[src/rtl/can_mbuf_pkg.sv]
// Package can_mbuf_pkg
// Holds the shared status encoding, the word field positions and the state
// classification helpers for the message buffer status controller.
// Assumes a 16-bit status/control word as described in the brief.
package can_mbuf_pkg;

    localparam int ST_W    = 4;
    localparam int PRIO_W  = 4;
    localparam int DLC_W   = 4;
    localparam int WORD_W  = 16;
    localparam int ST_LSB   = 0;
    localparam int PRIO_LSB = 4;
    localparam int DLC_LSB  = 12;

    typedef enum logic [ST_W-1:0] {
        ST_RX_OFF       = 4'b0000,
        ST_RX_LOCKED    = 4'b0001,
        ST_RX_ARMED     = 4'b0010,
        ST_RX_COPY1     = 4'b0011,
        ST_RX_HELD      = 4'b0100,
        ST_RX_COPY2     = 4'b0101,
        ST_RX_OVR       = 4'b0110,
        ST_RX_COPY3     = 4'b0111,
        ST_TX_IDLE      = 4'b1000,
        ST_TX_AUTO      = 4'b1010,
        ST_TX_SEND      = 4'b1100,
        ST_TX_BUSY_ONE  = 4'b1101,
        ST_TX_SEND_AUTO = 4'b1110,
        ST_TX_BUSY_AUTO = 4'b1111
    } mbuf_state_e;

    // True for states that lock out software writes.
    function automatic logic state_is_busy(input logic [ST_W-1:0] s);
        return (s == ST_RX_LOCKED) || (s == ST_RX_COPY1) || (s == ST_RX_COPY2) ||
               (s == ST_RX_COPY3) || (s == ST_TX_BUSY_ONE) || (s == ST_TX_BUSY_AUTO);
    endfunction

    // True for states with a receive data copy in flight.
    function automatic logic state_is_rx_copy(input logic [ST_W-1:0] s);
        return (s == ST_RX_COPY1) || (s == ST_RX_COPY2) || (s == ST_RX_COPY3);
    endfunction

    // True for every defined code (1001 and 1011 are unused).
    function automatic logic state_is_legal(input logic [ST_W-1:0] s);
        return (s != 4'b1001) && (s != 4'b1011);
    endfunction

endpackage

[src/rtl/mbuf_state_fsm.sv]
// Module mbuf_state_fsm
// Status state machine for a single message buffer. It advances on protocol
// engine pulses addressed to this buffer and accepts software writes only
// while no copy or transmission is in flight. done_o pulses in the same cycle
// as the status change that completes a copy or a transmission.
// Assumes every event input is already decoded for this buffer.
module mbuf_state_fsm
    import can_mbuf_pkg::*;
(
    input  logic              clk,
    input  logic              rst_n,
    input  logic              wr_en,
    input  logic [WORD_W-1:0] wr_word,
    input  logic              hit,
    input  logic              copy_done,
    input  logic              rtr_rx,
    input  logic              tx_start,
    input  logic              tx_done,
    input  logic              tx_done_remote,
    output logic [ST_W-1:0]   state_o,
    output logic [PRIO_W-1:0] prio_o,
    output logic [DLC_W-1:0]  dlc_o,
    output logic              tx_req_o,
    output logic              done_o
);

    mbuf_state_e       st_q;
    mbuf_state_e       st_evt;
    logic              evt_taken;
    logic [PRIO_W-1:0] prio_q;
    logic [DLC_W-1:0]  dlc_q;
    logic [ST_W-1:0]   wr_st;

    assign wr_st = wr_word[ST_LSB +: ST_W];

    // Next state caused by hardware events alone.
    always_comb begin
        st_evt = st_q;
        done_o = 1'b0;
        unique case (st_q)
            ST_RX_ARMED:     if (hit)       st_evt = ST_RX_COPY1;
            ST_RX_HELD:      if (hit)       st_evt = ST_RX_COPY2;
            ST_RX_OVR:       if (hit)       st_evt = ST_RX_COPY3;
            ST_RX_COPY1:     if (copy_done) begin st_evt = ST_RX_HELD; done_o = 1'b1; end
            ST_RX_COPY2,
            ST_RX_COPY3:     if (copy_done) begin st_evt = ST_RX_OVR;  done_o = 1'b1; end
            ST_RX_LOCKED:    if (copy_done) st_evt = ST_RX_OFF;
            ST_TX_AUTO:      if (rtr_rx)    st_evt = ST_TX_SEND_AUTO;
            ST_TX_SEND:      if (tx_start)  st_evt = ST_TX_BUSY_ONE;
            ST_TX_SEND_AUTO: if (tx_start)  st_evt = ST_TX_BUSY_AUTO;
            ST_TX_BUSY_ONE:  if (tx_done) begin
                                 st_evt = tx_done_remote ? ST_RX_ARMED : ST_TX_IDLE;
                                 done_o = 1'b1;
                             end
            ST_TX_BUSY_AUTO: if (tx_done) begin st_evt = ST_TX_AUTO; done_o = 1'b1; end
            default:         st_evt = st_q;
        endcase
    end

    assign evt_taken = (st_evt != st_q);

    // Status, priority and DLC registers: events first, then software writes.
    always_ff @(posedge clk) begin
        if (!rst_n) begin
            st_q   <= ST_RX_OFF;
            prio_q <= '0;
            dlc_q  <= '0;
        end else if (evt_taken) begin
            st_q <= st_evt;
        end else if (wr_en) begin
            if (state_is_busy(st_q)) begin
                if (state_is_rx_copy(st_q) && (wr_st == ST_RX_OFF))
                    st_q <= ST_RX_LOCKED;
            end else if (state_is_legal(wr_st)) begin
                st_q   <= mbuf_state_e'(wr_st);
                prio_q <= wr_word[PRIO_LSB +: PRIO_W];
                dlc_q  <= wr_word[DLC_LSB +: DLC_W];
            end
        end
    end

    assign state_o  = st_q;
    assign prio_o   = prio_q;
    assign dlc_o    = dlc_q;
    assign tx_req_o = (st_q == ST_TX_SEND) || (st_q == ST_TX_SEND_AUTO);

    AST_NO_ILLEGAL_CODE: assert property (@(posedge clk) disable iff (!rst_n)
        state_is_legal(st_q));
    AST_BUSY_HOLDS_FIELDS: assert property (@(posedge clk) disable iff (!rst_n)
        state_is_busy(st_q) |=> ($stable(prio_q) && $stable(dlc_q)));
    AST_LOCKED_EXIT: assert property (@(posedge clk) disable iff (!rst_n)
        (st_q == ST_RX_LOCKED) |=> (st_q == ST_RX_LOCKED || st_q == ST_RX_OFF));
    AST_AUTO_REPLY: assert property (@(posedge clk) disable iff (!rst_n)
        (st_q == ST_TX_AUTO && rtr_rx) |=> (st_q == ST_TX_SEND_AUTO));
    AST_START_DROPS_REQ: assert property (@(posedge clk) disable iff (!rst_n)
        (tx_start && tx_req_o) |=> !tx_req_o);
    AST_OVERRUN_STAYS: assert property (@(posedge clk) disable iff (!rst_n)
        (st_q == ST_RX_OVR && !wr_en) |=> (st_q == ST_RX_OVR || st_q == ST_RX_COPY3));

endmodule

[src/rtl/mbuf_irq_regs.sv]
// Module mbuf_irq_regs
// Interrupt enable and pending registers with a write-only clear port.
// A set in the same cycle wins over a clear. The request output is
// combinational from the two registers.
// Assumes set_i pulses are single-cycle completion events.
module mbuf_irq_regs #(
    parameter int NBITS = 16
) (
    input  logic             clk,
    input  logic             rst_n,
    input  logic [NBITS-1:0] set_i,
    input  logic             ien_wr_en,
    input  logic [NBITS-1:0] ien_wr_data,
    input  logic             clr_en,
    input  logic [NBITS-1:0] clr_data,
    output logic [NBITS-1:0] ien_o,
    output logic [NBITS-1:0] pnd_o,
    output logic             irq_o
);

    logic [NBITS-1:0] ien_q;
    logic [NBITS-1:0] pnd_q;
    logic [NBITS-1:0] clr_mask;

    assign clr_mask = clr_en ? clr_data : '0;

    // Enable register, loaded as a whole word.
    always_ff @(posedge clk) begin
        if (!rst_n)         ien_q <= '0;
        else if (ien_wr_en) ien_q <= ien_wr_data;
    end

    // Pending register: clear selected bits, then apply new sets.
    always_ff @(posedge clk) begin
        if (!rst_n) pnd_q <= '0;
        else        pnd_q <= (pnd_q & ~clr_mask) | set_i;
    end

    assign ien_o = ien_q;
    assign pnd_o = pnd_q;
    assign irq_o = |(pnd_q & ien_q);

    AST_PEND_ON_SET: assert property (@(posedge clk) disable iff (!rst_n)
        (|set_i) |=> ((pnd_q & $past(set_i)) == $past(set_i)));
    AST_CLEAR_ALONE: assert property (@(posedge clk) disable iff (!rst_n)
        (|(clr_mask & ~set_i)) |=> ((pnd_q & $past(clr_mask & ~set_i)) == '0));

endmodule

[src/rtl/can_mbuf_status_ctrl.sv]
// Module can_mbuf_status_ctrl
// Top of the message buffer status controller. It decodes indexed software
// writes and protocol engine pulses to NUM_BUF buffer state machines, and it
// collects their completion pulses, together with the error event, into the
// interrupt registers (error bit at position NUM_BUF).
// Assumes at most one pulse of each kind per cycle, each carrying its index.
module can_mbuf_status_ctrl
    import can_mbuf_pkg::*;
#(
    parameter  int NUM_BUF = 15,
    localparam int IDXW    = $clog2(NUM_BUF + 1)
) (
    input  logic                      clk,
    input  logic                      rst_n,
    input  logic                      sw_wr_en,
    input  logic [IDXW-1:0]           sw_wr_idx,
    input  logic [WORD_W-1:0]         sw_wr_word,
    input  logic                      hit_en,
    input  logic [IDXW-1:0]           hit_idx,
    input  logic                      copy_done_en,
    input  logic [IDXW-1:0]           copy_done_idx,
    input  logic                      rtr_rx_en,
    input  logic [IDXW-1:0]           rtr_rx_idx,
    input  logic                      tx_start_en,
    input  logic [IDXW-1:0]           tx_start_idx,
    input  logic                      tx_done_en,
    input  logic [IDXW-1:0]           tx_done_idx,
    input  logic                      tx_done_remote,
    input  logic                      err_evt,
    input  logic                      ien_wr_en,
    input  logic [NUM_BUF:0]          ien_wr_data,
    input  logic                      iclr_wr_en,
    input  logic [NUM_BUF:0]          iclr_wr_data,
    output logic [NUM_BUF*ST_W-1:0]   status_o,
    output logic [NUM_BUF-1:0]        tx_req_o,
    output logic [NUM_BUF*PRIO_W-1:0] tx_prio_o,
    output logic [NUM_BUF*DLC_W-1:0]  dlc_o,
    output logic [NUM_BUF:0]          ien_o,
    output logic [NUM_BUF:0]          ipnd_o,
    output logic                      irq_o
);

    logic [NUM_BUF-1:0] buf_done;

    // One state machine per buffer, each fed by its own index decode.
    for (genvar i = 0; i < NUM_BUF; i++) begin : g_buf
        localparam logic [IDXW-1:0] MY_IDX = IDXW'(i);
        mbuf_state_fsm u_fsm (
            .clk            (clk),
            .rst_n          (rst_n),
            .wr_en          (sw_wr_en     && (sw_wr_idx     == MY_IDX)),
            .wr_word        (sw_wr_word),
            .hit            (hit_en       && (hit_idx       == MY_IDX)),
            .copy_done      (copy_done_en && (copy_done_idx == MY_IDX)),
            .rtr_rx         (rtr_rx_en    && (rtr_rx_idx    == MY_IDX)),
            .tx_start       (tx_start_en  && (tx_start_idx  == MY_IDX)),
            .tx_done        (tx_done_en   && (tx_done_idx   == MY_IDX)),
            .tx_done_remote (tx_done_remote),
            .state_o        (status_o[i*ST_W +: ST_W]),
            .prio_o         (tx_prio_o[i*PRIO_W +: PRIO_W]),
            .dlc_o          (dlc_o[i*DLC_W +: DLC_W]),
            .tx_req_o       (tx_req_o[i]),
            .done_o         (buf_done[i])
        );
    end

    mbuf_irq_regs #(.NBITS(NUM_BUF + 1)) u_irq (
        .clk         (clk),
        .rst_n       (rst_n),
        .set_i       ({err_evt, buf_done}),
        .ien_wr_en   (ien_wr_en),
        .ien_wr_data (ien_wr_data),
        .clr_en      (iclr_wr_en),
        .clr_data    (iclr_wr_data),
        .ien_o       (ien_o),
        .pnd_o       (ipnd_o),
        .irq_o       (irq_o)
    );

    AST_REQ_HAS_NO_DONE: assert property (@(posedge clk) disable iff (!rst_n)
        ((tx_req_o & buf_done) == '0));

endmodule

[config.mk]
export PLATFORM = sky130hd
export DESIGN_NAME = can_mbuf_status_ctrl
export DESIGN_NICKNAME = d
export VERILOG_FILES = /design/src/rtl/can_mbuf_pkg.sv /design/src/rtl/mbuf_state_fsm.sv /design/src/rtl/mbuf_irq_regs.sv /design/src/rtl/can_mbuf_status_ctrl.sv
export SDC_FILE = /design/constraint.sdc
export NUM_CORES = 1
export LEC_CHECK = 0
export BUFFER_PORTS_ARGS = -buffer_cell sky130_fd_sc_hd__buf_2
export CAP_MARGIN = 15
export CORE_ASPECT_RATIO = 0.7
export CORE_UTILIZATION = 50
export CTS_CLUSTER_DIAMETER = 200
export CTS_CLUSTER_SIZE = 25
export DETAILED_ROUTE_END_ITERATION = 12
export PLACE_DENSITY = 0.78
export SLEW_MARGIN = 20
export SYNTH_ARGS = -nofsm -noshare
export SYNTH_HDL_FRONTEND = slang
export SYNTH_HIERARCHICAL = 1
export SYNTH_SLANG_ARGS = --single-unit
[constraint.sdc]
create_clock -name clk -period 1.9 [get_ports clk]
set_clock_uncertainty 0.1 [all_clocks]
set_input_delay 0.095 -clock clk [delete_from_list [all_inputs] [get_ports clk]]
set_output_delay 0.095 -clock clk [all_outputs]
set_load 0.1 [all_outputs]
==> impl_metrics.csv <==
group,metric,value,unit
status,outcome,"finished with violations",
status,violations,"negative setup slack",
die,die_area,0.0278,sq mm
die,io_pins,312,
synth,synth_seq_cells,212,
cells_and_area,mostFrequentLayoutCells,"buf_2 (299), nand2_1 (291), o21ai_0 (208)",
clock_network,clock_sinks,212,
setup_path,crit_fanout,3,
global_route,grt_pass1_vias,13500,
route,viasPerCell,5.84,
timing,final-hold-violation-count,0,
synth,synth_area_leaders,"dfxtp_1 (31%), nand2_1 (8.1%), o21ai_0 (7.8%)",
placed_design,port-buffer-count,307,
worst_hold_path,whs_endpoint,"g_buf[9].u_fsm/prio_o[3]",
global_route,grt_max_degree,82,
setup_path,regToRegStartpoint,"g_buf[11].u_fsm/state_o[3]",
timing,finalCritPeriodShare,101,%
setup_path,r2r-end,"g_buf[11].u_fsm/dlc_o[1]",
die,core-area,0.0261,sq mm
worst_hold_path,min_path_cells,3,
setup_path,crit_slowest_cell,"dfxtp_4",
setup_path,reg2reg_slack,0.02,ns
pwr,vdd_ir_drop_max,540,uV
setup_path,critPathMaxStageDelay,0.37,ns
synth,synth_edf_count,0,
cells_and_area,instances_no_fill,2586,
pwr,power,9.23,mW
synth,syn_avg_cell_area,7.89,sq um
setup_path,arrival,1.73,ns
timing,setup_viol,1,
timing,worst_slack,-0.0250,ns
worst_hold_path,min_from,"sw_wr_word[7]",
synth,netlist_instances,1715,
cells_and_area,utilization,69.6,%
route,drcViolationCount,0,
placed_design,hpwl,34.8,mm
cells_and_area,nets,2294,
timing,tightest_slew,0.723,ns
placed_design,dp_slack,-0.472,ns
clock_network,cts.path.max_buffers,3,
clock_network,clkTransAtPathRegs,0.11,ns
timing,max_clock_freq,519,MHz
synth,synth_cell_type_count,41,
route,dr.pass1.iters,8,
route,routedWlPerCell,19.1,um
die,rows,49,
synth,synth_top_area_share,31.3,%
global_route,antenna_found_initial,13,
synth,yosys_warnings,6,
global_route,globalRouteOverflowTotal,0,
timing,fin_crit,1.92,ns
die,die_y,140,um
clock_network,cts_tree,"done",
cells_and_area,drive_above_1_share,34.7,%
cells_and_area,mostFrequentLayoutCell,"buf_2",
timing,finalMaxSlewViolations,0,
worst_hold_path,hold_path_class,"input pin to register",
setup_path,endpoint_kind,"output port",
synth,syn_nets,1799,
placed_design,place_congestion,0.991,
run,drv_cap,0,
pwr,power_density,508,mW/mm^2
setup_path,reg2reg_depth,8,
cells_and_area,syn_to_final_growth,34.3,%
setup_path,crit_chain,"a22o_1, a221oi_2, nand4_1, buf_6",
timing,rsz0062_at_grt,"yes",
clock_network,insertion_delay,0.50,ns
pwr,power.leakage,7.65,nW
timing,tns,-0.0250,ns
setup_path,critical_path_class,"register to output port",
route,vias,15100,
clock_network,root_buffer,"clkbuf_16",
die,die_x,199,um
placed_design,placedCellCount,2469,
synth,netlist_area,0.0135,sq mm
global_route,track_usage,33.8,%
synth,yosys.area.top_type,"dfxtp_1",
synth,async_flop_share,0,%
clock_network,cts_buffers,12,
clock_network,htreeDepth,1,
synth,synth-main-ff-cell,"dfxtp_1",
synth,yosysSeqAreaShare,31.3,%
route,ant_nets,0,
setup_path,worstPathRequired,1.70,ns
timing,relSlewSlack,51.8,%
route,routed_wl,49.3,mm
route,drt_iter0_markers,1406,
setup_path,cp-start-kind,"register",
die,initial_core_util,51.8,%
global_route,grt_pass1_wl,74.6,mm
==> routing by layer <==
layer	GRT usage [%]	routed length, um	vias up
li1	-	-	7174
met1	47.6	21700	7003
met2	51.3	21700	787
met3	4.87	4120	127
met4	14.0	1910	0
met5	0	0	-
==> report_power, final <==
group | switching, mW | total, mW | internal [mW]
registers | 0.100 | 4.55 | 4.45
logic | 1.24 | 1.78 | 0.539
clock network | 1.61 | 2.91 | 1.30
total | 2.94 | 9.23 | 6.29
==> registers in the layout (all words and copies together), names as in the netlist <==
| name | count |
|---|---|
| g_buf.u_fsm/prio_o | 60 |
| u_irq/pnd_o | 16 |
| u_irq/ien_o | 16 |
| g_buf.u_fsm/dlc_o | 60 |
| g_buf.u_fsm/state_o | 60 |
==> timing repair <==
item / in CTS / in global routing
gates cloned: 0 / 7
endpoints found under the setup margin: 129 / 33
gates resized for setup: 4 / 24
pin swaps: 14 / 13
endpoints found under the hold margin: 58 / 0
hold buffers: 44 / 0
setup buffers: 19 / 14
==> Yosys cell counts (15+ instances only) <==
cell type	instances
o31ai_2	15
nor3_1	48
nor2b_1	62
o21a_1	15
o21ai_2	15
nand2b_1	27
o311ai_0	15
o2bb2ai_1	15
nand3b_4	15
or4bb_1	15
a22oi_1	15
nor4_4	15
a21oi_1	61
or4_1	15
nand3b_1	27
buf_4	15
nand3_1	171
and2_1	30
nor2_1	141
nand3_2	15
mux2i_1	31
o21ai_0	210
buf_2	16
nor3b_1	15
clkbuf_1	18
dfxtp_1	212
a21boi_0	30
nand4b_1	15
nand2_1	292
nand4_1	16
clkbuf_4	15
buf_6	32
o311ai_4	15
inv_1	15
o211ai_1	15
==> stage by stage <==
stage	instance area [sq um]	hold WS, ns
floorplan	13900	0.116
global placement	16700	0.233
detailed placement	16700	0.237
CTS	17800	0.000204
global route	18200	0.0123
finish	18200	0.0119
==> area by class of cell <==
type,count,area [sq um]
fill,2125,7940
sequential,212,4510
clock inverter,1,16.3
inverter,15,56.3
multi-input combinational,1391,8630
tap,357,447
clock buffer,19,348
timing repair buffer,578,4140
antenna,13,32.5
==> cell families after synthesis <==
| group | count (synthesis) | share of synthesized area [%] |
|---|---|---|
| buffers and inverters | 112 | 5.98 |
| AND/OR/NAND/NOR | 931 | 38.3 |
| multiplexers | 31 | 2.29 |
| flip-flops | 212 | 31.3 |
| AO/OA/AOI/OAI | 429 | 22.0 |
==> worst max-delay path, delay by kind of cell, from the launching register on <==
kind	cells	cell delay, ns
compound gates	2	0.50
flops	1	0.37
buf+inv	1	0.21
simple gates	1	0.16
==> worst max-delay path by stage <==
stage,start,end,slack (ns),depth (start not counted)
final,u_irq/ien_o[10],irq_o,-0.02,4
after global routing,u_irq/ien_o[10],irq_o,-0.05,4
after floorplan,u_irq/ien_o[13],irq_o,-0.09,3
after CTS,g_buf[13].u_fsm/state_o[3],tx_req_o[13],0.004,4
after detailed placement,sw_wr_idx[2],g_buf[1].u_fsm/dlc_o[3],-0.47,7
after global placement,sw_wr_idx[3],g_buf[4].u_fsm/dlc_o[2],-0.35,6
Power figures use the tool's default switching activity.
